[src/rtl/intr_router_pkg.sv]
package intr_router_pkg;

    localparam int FIELD_W = 4;

    // Reset-time level offset for one source
    function automatic logic [FIELD_W-1:0] default_field(input int src);
        if (src == 14 || src == 15) return FIELD_W'(1);
        if (src == 16)              return FIELD_W'(2);
        return '0;
    endfunction

endpackage

[src/rtl/intr_cfg_regs.sv]
module intr_cfg_regs
    import intr_router_pkg::*;
#(
    parameter int NUM_SRC = 32,
    parameter int DATA_W  = 32,
    parameter int ADDR_W  = 3
) (
    input  logic                       clk_i,
    input  logic                       rst_ni,
    input  logic                       wr_en_i,
    input  logic [ADDR_W-1:0]          wr_addr_i,
    input  logic [DATA_W-1:0]          wr_data_i,
    output logic [NUM_SRC*FIELD_W-1:0] asg_o,
    output logic [NUM_SRC-1:0]         mask_o
);
    localparam int SRC_PER_REG  = DATA_W / FIELD_W;
    localparam int NUM_ASG_REGS = NUM_SRC / SRC_PER_REG;
    localparam logic [ADDR_W-1:0] MASK_ADDR   = ADDR_W'(NUM_ASG_REGS);
    localparam logic [ADDR_W-1:0] STATUS_ADDR = ADDR_W'(NUM_ASG_REGS + 1);

    typedef struct packed {
        logic [NUM_SRC*FIELD_W-1:0] asg;
        logic [NUM_SRC-1:0]         mask;
    } cfg_t;

    function automatic logic [NUM_SRC*FIELD_W-1:0] asg_reset_val();
        logic [NUM_SRC*FIELD_W-1:0] v;
        v = '0;
        for (int s = 0; s < NUM_SRC; s++) v[s*FIELD_W +: FIELD_W] = default_field(s);
        return v;
    endfunction

    localparam logic [NUM_SRC*FIELD_W-1:0] ASG_RST = asg_reset_val();

    cfg_t cfg_d, cfg_q;

    always_comb begin
        cfg_d = cfg_q;
        if (wr_en_i) begin
            for (int r = 0; r < NUM_ASG_REGS; r++) begin
                if (wr_addr_i == ADDR_W'(r)) cfg_d.asg[r*DATA_W +: DATA_W] = wr_data_i;
            end
            if (wr_addr_i == MASK_ADDR) cfg_d.mask = wr_data_i[NUM_SRC-1:0];
        end
    end

    always_ff @(posedge clk_i or negedge rst_ni) begin
        if (!rst_ni) begin
            cfg_q.asg  <= ASG_RST;
            cfg_q.mask <= '0;
        end else begin
            cfg_q <= cfg_d;
        end
    end

    assign asg_o  = cfg_q.asg;
    assign mask_o = cfg_q.mask;


    cfg_hold_chk: assert property (@(posedge clk_i) disable iff (!rst_ni)
        !wr_en_i |=> ($stable(cfg_q.asg) && $stable(cfg_q.mask)));


    status_wr_ignored_chk: assert property (@(posedge clk_i) disable iff (!rst_ni)
        (wr_en_i && wr_addr_i == STATUS_ADDR) |=> ($stable(cfg_q.asg) && $stable(cfg_q.mask)));

endmodule

[src/rtl/intr_level_route.sv]
module intr_level_route
    import intr_router_pkg::*;
#(
    parameter int NUM_SRC = 32,
    parameter int NUM_LVL = 9
) (
    input  logic                       clk_i,
    input  logic                       rst_ni,
    input  logic [NUM_SRC-1:0]         irq_i,
    input  logic [NUM_SRC-1:0]         mask_i,
    input  logic [NUM_SRC*FIELD_W-1:0] asg_i,
    output logic [NUM_LVL-1:0]         req_o
);
    typedef struct packed {
        logic [NUM_LVL-1:0] req;
    } st_t;

    st_t st_d, st_q;
    logic [NUM_SRC-1:0] live;

    assign live = irq_i & mask_i;

    always_comb begin
        st_d = '0;
        for (int l = 0; l < NUM_LVL; l++) begin
            for (int s = 0; s < NUM_SRC; s++) begin
                if (live[s] && int'(asg_i[s*FIELD_W +: FIELD_W]) == l) st_d.req[l] = 1'b1;
            end
        end
    end

    always_ff @(posedge clk_i or negedge rst_ni) begin
        if (!rst_ni) st_q <= '0;
        else         st_q <= st_d;
    end

    assign req_o = st_q.req;


    req_needs_live_chk: assert property (@(posedge clk_i) disable iff (!rst_ni)
        (|st_d.req) |=> $past(|live));


    one_level_per_src_chk: assert property (@(posedge clk_i) disable iff (!rst_ni)
        $countones(st_q.req) <= $countones($past(live)));

endmodule

[src/rtl/intr_read_mux.sv]
module intr_read_mux
    import intr_router_pkg::*;
#(
    parameter int NUM_SRC = 32,
    parameter int DATA_W  = 32,
    parameter int ADDR_W  = 3
) (
    input  logic [ADDR_W-1:0]          rd_addr_i,
    input  logic [NUM_SRC*FIELD_W-1:0] asg_i,
    input  logic [NUM_SRC-1:0]         mask_i,
    input  logic [NUM_SRC-1:0]         irq_i,
    output logic [DATA_W-1:0]          rd_data_o
);
    localparam int SRC_PER_REG  = DATA_W / FIELD_W;
    localparam int NUM_ASG_REGS = NUM_SRC / SRC_PER_REG;
    localparam logic [ADDR_W-1:0] MASK_ADDR   = ADDR_W'(NUM_ASG_REGS);
    localparam logic [ADDR_W-1:0] STATUS_ADDR = ADDR_W'(NUM_ASG_REGS + 1);

    always_comb begin
        rd_data_o = '0;
        for (int r = 0; r < NUM_ASG_REGS; r++) begin
            if (rd_addr_i == ADDR_W'(r)) rd_data_o = asg_i[r*DATA_W +: DATA_W];
        end
        if (rd_addr_i == MASK_ADDR)   rd_data_o = DATA_W'(mask_i);
        if (rd_addr_i == STATUS_ADDR) rd_data_o = DATA_W'(irq_i);
    end

endmodule

[src/rtl/intr_router.sv]
module intr_router
    import intr_router_pkg::*;
#(
    parameter int NUM_SRC = 32,
    parameter int NUM_LVL = 9,
    parameter int DATA_W  = 32,
    parameter int ADDR_W  = 3
) (
    input  logic               clk_i,
    input  logic               rst_ni,
    input  logic [NUM_SRC-1:0] irq_i,
    input  logic               wr_en_i,
    input  logic [ADDR_W-1:0]  wr_addr_i,
    input  logic [DATA_W-1:0]  wr_data_i,
    input  logic [ADDR_W-1:0]  rd_addr_i,
    output logic [DATA_W-1:0]  rd_data_o,
    output logic [NUM_LVL-1:0] level_req_o
);
    logic [NUM_SRC*FIELD_W-1:0] asg;
    logic [NUM_SRC-1:0]         mask;

    intr_cfg_regs #(.NUM_SRC(NUM_SRC), .DATA_W(DATA_W), .ADDR_W(ADDR_W)) i_cfg (
        .clk_i     (clk_i),
        .rst_ni    (rst_ni),
        .wr_en_i   (wr_en_i),
        .wr_addr_i (wr_addr_i),
        .wr_data_i (wr_data_i),
        .asg_o     (asg),
        .mask_o    (mask)
    );

    intr_level_route #(.NUM_SRC(NUM_SRC), .NUM_LVL(NUM_LVL)) i_route (
        .clk_i  (clk_i),
        .rst_ni (rst_ni),
        .irq_i  (irq_i),
        .mask_i (mask),
        .asg_i  (asg),
        .req_o  (level_req_o)
    );

    intr_read_mux #(.NUM_SRC(NUM_SRC), .DATA_W(DATA_W), .ADDR_W(ADDR_W)) i_rd (
        .rd_addr_i (rd_addr_i),
        .asg_i     (asg),
        .mask_i    (mask),
        .irq_i     (irq_i),
        .rd_data_o (rd_data_o)
    );

endmodule

[config.mk]
export PLATFORM = sky130hd
export DESIGN_NAME = intr_router
export DESIGN_NICKNAME = d
export VERILOG_FILES = /design/src/rtl/intr_router_pkg.sv /design/src/rtl/intr_cfg_regs.sv /design/src/rtl/intr_level_route.sv /design/src/rtl/intr_read_mux.sv /design/src/rtl/intr_router.sv
export SDC_FILE = /design/constraint.sdc
export NUM_CORES = 1
export LEC_CHECK = 0
export BUFFER_PORTS_ARGS = -buffer_cell sky130_fd_sc_hd__buf_4
export CAP_MARGIN = 5
export CORE_MARGIN = 5
export CORE_UTILIZATION = 47
export DETAILED_ROUTE_END_ITERATION = 10
export PLACE_DENSITY_LB_ADDON = 0.1
export SKIP_CTS_REPAIR_TIMING = 1
export SYNTH_ARGS = -nofsm -noshare
export SYNTH_HDL_FRONTEND = slang
export SYNTH_SLANG_ARGS = --single-unit
[constraint.sdc]
create_clock -name clk_i -period 2.36 [get_ports clk_i]
set_input_delay 0.59 -clock clk_i [delete_from_list [all_inputs] [get_ports clk_i]]
set_output_delay 0.59 -clock clk_i [all_outputs]
set_load 0.005 [all_outputs]
==> metrics <==
Post-synth ARST share between 90% and 100%; R2R setup slack 60 ps; worst hold-check path type in2async; CTS root buffer clkbuf_16; register area between 4000 and 5000 sq um; DR WL met3 5800 um; Combinational Power Share between 30% and 40%; M1 WL around 21000 um; die height approximately 160 um; nature of the critical path startpoint input port; Yosys warnings 0; fillers around 2.1k; maxcap violations 0; status completed; Switching Share between 30% and 40%; TritonCTS Buffers 17; DR vias about 11k; predominant post-synthesis flop cell dfrtp_1; Netlist Area Pre-Place between 10000 and 15000 sq um; port bufs 113; GRT Total Usage 39.0%; CP max stage cell mux2i_4; I/O pins 114; Setup crit end kind primary output; Final Setup Violations 0; clk slew on worst S/H paths approximately 70 ps; first-pass GRT wire length 75200 um; post-synthesis register bit count 169; Post-Route WL 52800 um; metal2 WL 23500 um; syn nets roughly 1.2k; Initial Utilization 47.4%; Avg Synthesized Cell Area 9.68 sq um; clock tree buffer depth 2; Synth cell types 63; Sw Pwr roughly 4500 uW; GPL Wtd Cong 1.15; DRC Markers 0; Nets approximately 1.4k; Pint roughly 7100 uW; DRT Pass-1 Iters 8; die area roughly 27000 sq um; initial antenna violation count 2; Worst VDD drop approximately 440 uV; CTS tree built; final worst path period need approximately 2300 ps; Syn Inst Count ~1.1k; worst reg2reg startpoint i_cfg.asg_o[65]; Max Clock Freq 427 MHz; CTS Sinks between 150 and 200; Rows 56; DIE WIDTH between 150 and 200 um; Post-synth EDFFs 0; pre-CTS setup slack -129 ps; Clock Skew 11.1 ps; antenna viol nets, final 0; Slew HR 27.5%; sequential fraction of the synthesis area around two fifths; critical path fanouts, max 15; most used cell, CP buf_4; Hold Fails Final Rpt 0; Critical Path RT between 1500 and 2000 ps; vias in the first global route between 10k and 15k; core area roughly 23000 sq um; Synth area leader dfrtp_1; Crit path largest cell delay 300 ps; Pwr Density a little over 800 nW/um^2; Via density ~6.8; Area growth, synth to finish 25.9%; FF-to-FF End i_route.req_o[5]; post-synth top area share between 30% and 40%; top layer in use met5; DRT iter0 DRCs between 1.5k and 2k; Cell Chain, Critical Path buf_8 > buf_16 > mux2i_4 > buf_4 > o221ai_1 > buf_4; sequential power share slightly above 40%; Clock power frac 26.2%; Worst Max-Slew Pin Slew between 1000 and 1500 ps; fin crit share between 90% and 100%; Max H-tree Level 4; routed len/inst between 30 and 40 um; Slew Limit Fails 0; Diodes inserted 0; layout cells sized above 1 just under 30%; WHS 99.4 ps; Overflow after GRT 0; multi-input logic area about 6500 sq um; WP data arrival between 1500 and 2000 ps; final setup margin 17.0 ps; Synth area leaders dfrtp_1 38%, mux2_2 9.4%, mux2i_1 5.8%; Skew-Pair Late Insertion Delay 440 ps; critical path class in2out; R2R cell count 5; LEAKAGE about 0.0057 uW; Post-DP HPWL between 40000 and 50000 um; largest net degree at the start of global routing 47
power by group through the flow:
stage / clock network (uW) / logic (uW) / registers, uW
after floorplan: 0 / 2050 / 4180
after CTS: 3050 / 3620 / 4670
after global placement: 0 / 3560 / 4690
after detailed placement: 0 / 3600 / 4720
after global routing: 3170 / 3970 / 4790
final: 3020 / 3770 / 4730
placed cells by master (no fill, tap or decap), types with 12 or more instances in the layout:
cell | netlist | layout
o21ai_0 | 14 | 14
mux2_1 | 56 | 56
buf_12 | 0 | 14
buf_4 | 3 | 230
nand3_1 | 16 | 15
o32ai_1 | 12 | 12
nand4_1 | 23 | 23
inv_1 | 17 | 17
nor2_1 | 72 | 69
nand4b_1 | 34 | 34
mux2_2 | 92 | 92
mux2i_1 | 64 | 63
nand2_1 | 89 | 89
nor3_1 | 86 | 85
nand2b_1 | 29 | 29
dfrtp_1 | 166 | 163
o221ai_1 | 32 | 32
clkbuf_16 | 0 | 20
o22ai_1 | 25 | 25
nor4_1 | 47 | 47
nor3b_1 | 30 | 29
a21oi_1 | 37 | 36
nor4b_1 | 16 | 16
flip-flops by register name (all words and copies together), names as in the netlist:
signal         cells
i_cfg.mask_o      32
i_cfg.asg_o      128
i_route.req_o      9
metal layers:
metal	vias up	GRT usage (%)
met1	5580	53.3
met5	-	0
met4	4	15.2
met2	744	60.6
li1	4792	-
met3	147	8.55
through the flow:
stage,cells,TNS (ps),utilization (%),power (uW),area (sq um)
after floorplan,1142,0,-,6220,11100
after CTS,1656,-151,59.0,11300,13800
after global placement,1624,-214,56.3,8250,13100
after detailed placement,1624,-226,56.3,8320,13100
final,1664,0,59.7,11500,13900
after global routing,1664,-25.3,59.7,11900,13900
cells by family after synthesis:
group,share of synthesized area [%]
AND/OR/NAND/NOR,27.4
multiplexers,20.9
flip-flops,38.3
AO/OA/AOI/OAI,9.69
buffers and inverters,3.73
synthesized netlist by cell type, drive strengths merged (14+ instances only):
master,count
nor4,47
o21ai,14
mux2,148
nor2,73
buf,14
nand4,23
dfrtp,166
a21oi,37
nand3,16
inv,18
clkbuf,65
nor3b,30
o22ai,25
o221ai,32
nor3,86
nand4b,36
mux2i,64
nand2,89
nand2b,29
nor4b,17
critical path, delay by kind of cell:
kind | cells | cell delay, ps
muxes | 1 | 300
AOI/OAI and AO/OA | 1 | 140
buffers and inverters | 4 | 710
layout make-up:
class | instances | area share, %
Clock inverter | 12 | 1.09
Inverter | 18 | 0.485
Tap cell | 319 | 2.87
Sequential cell | 169 | 30.4
Timing Repair Buffer | 250 | 15.3
Clock buffer | 20 | 3.35
Multi-Input combinational cell | 876 | 46.4
worst max-delay path by stage:
stage / from / endpoint / slack [ps] / cells after the start
final: rd_addr_i[0] / rd_data_o[6] / 20 / 6
after global routing: rd_addr_i[0] / rd_data_o[5] / -20 / 7
after CTS: rd_addr_i[0] / rd_data_o[6] / -100 / 6
after detailed placement: irq_i[6] / i_route.req_o[5] / -130 / 6
after global placement: rd_addr_i[0] / rd_data_o[6] / -110 / 6
after floorplan: rd_addr_i[0] / rd_data_o[0] / 20 / 4
Note: power is estimated with default switching activity, not from simulation.
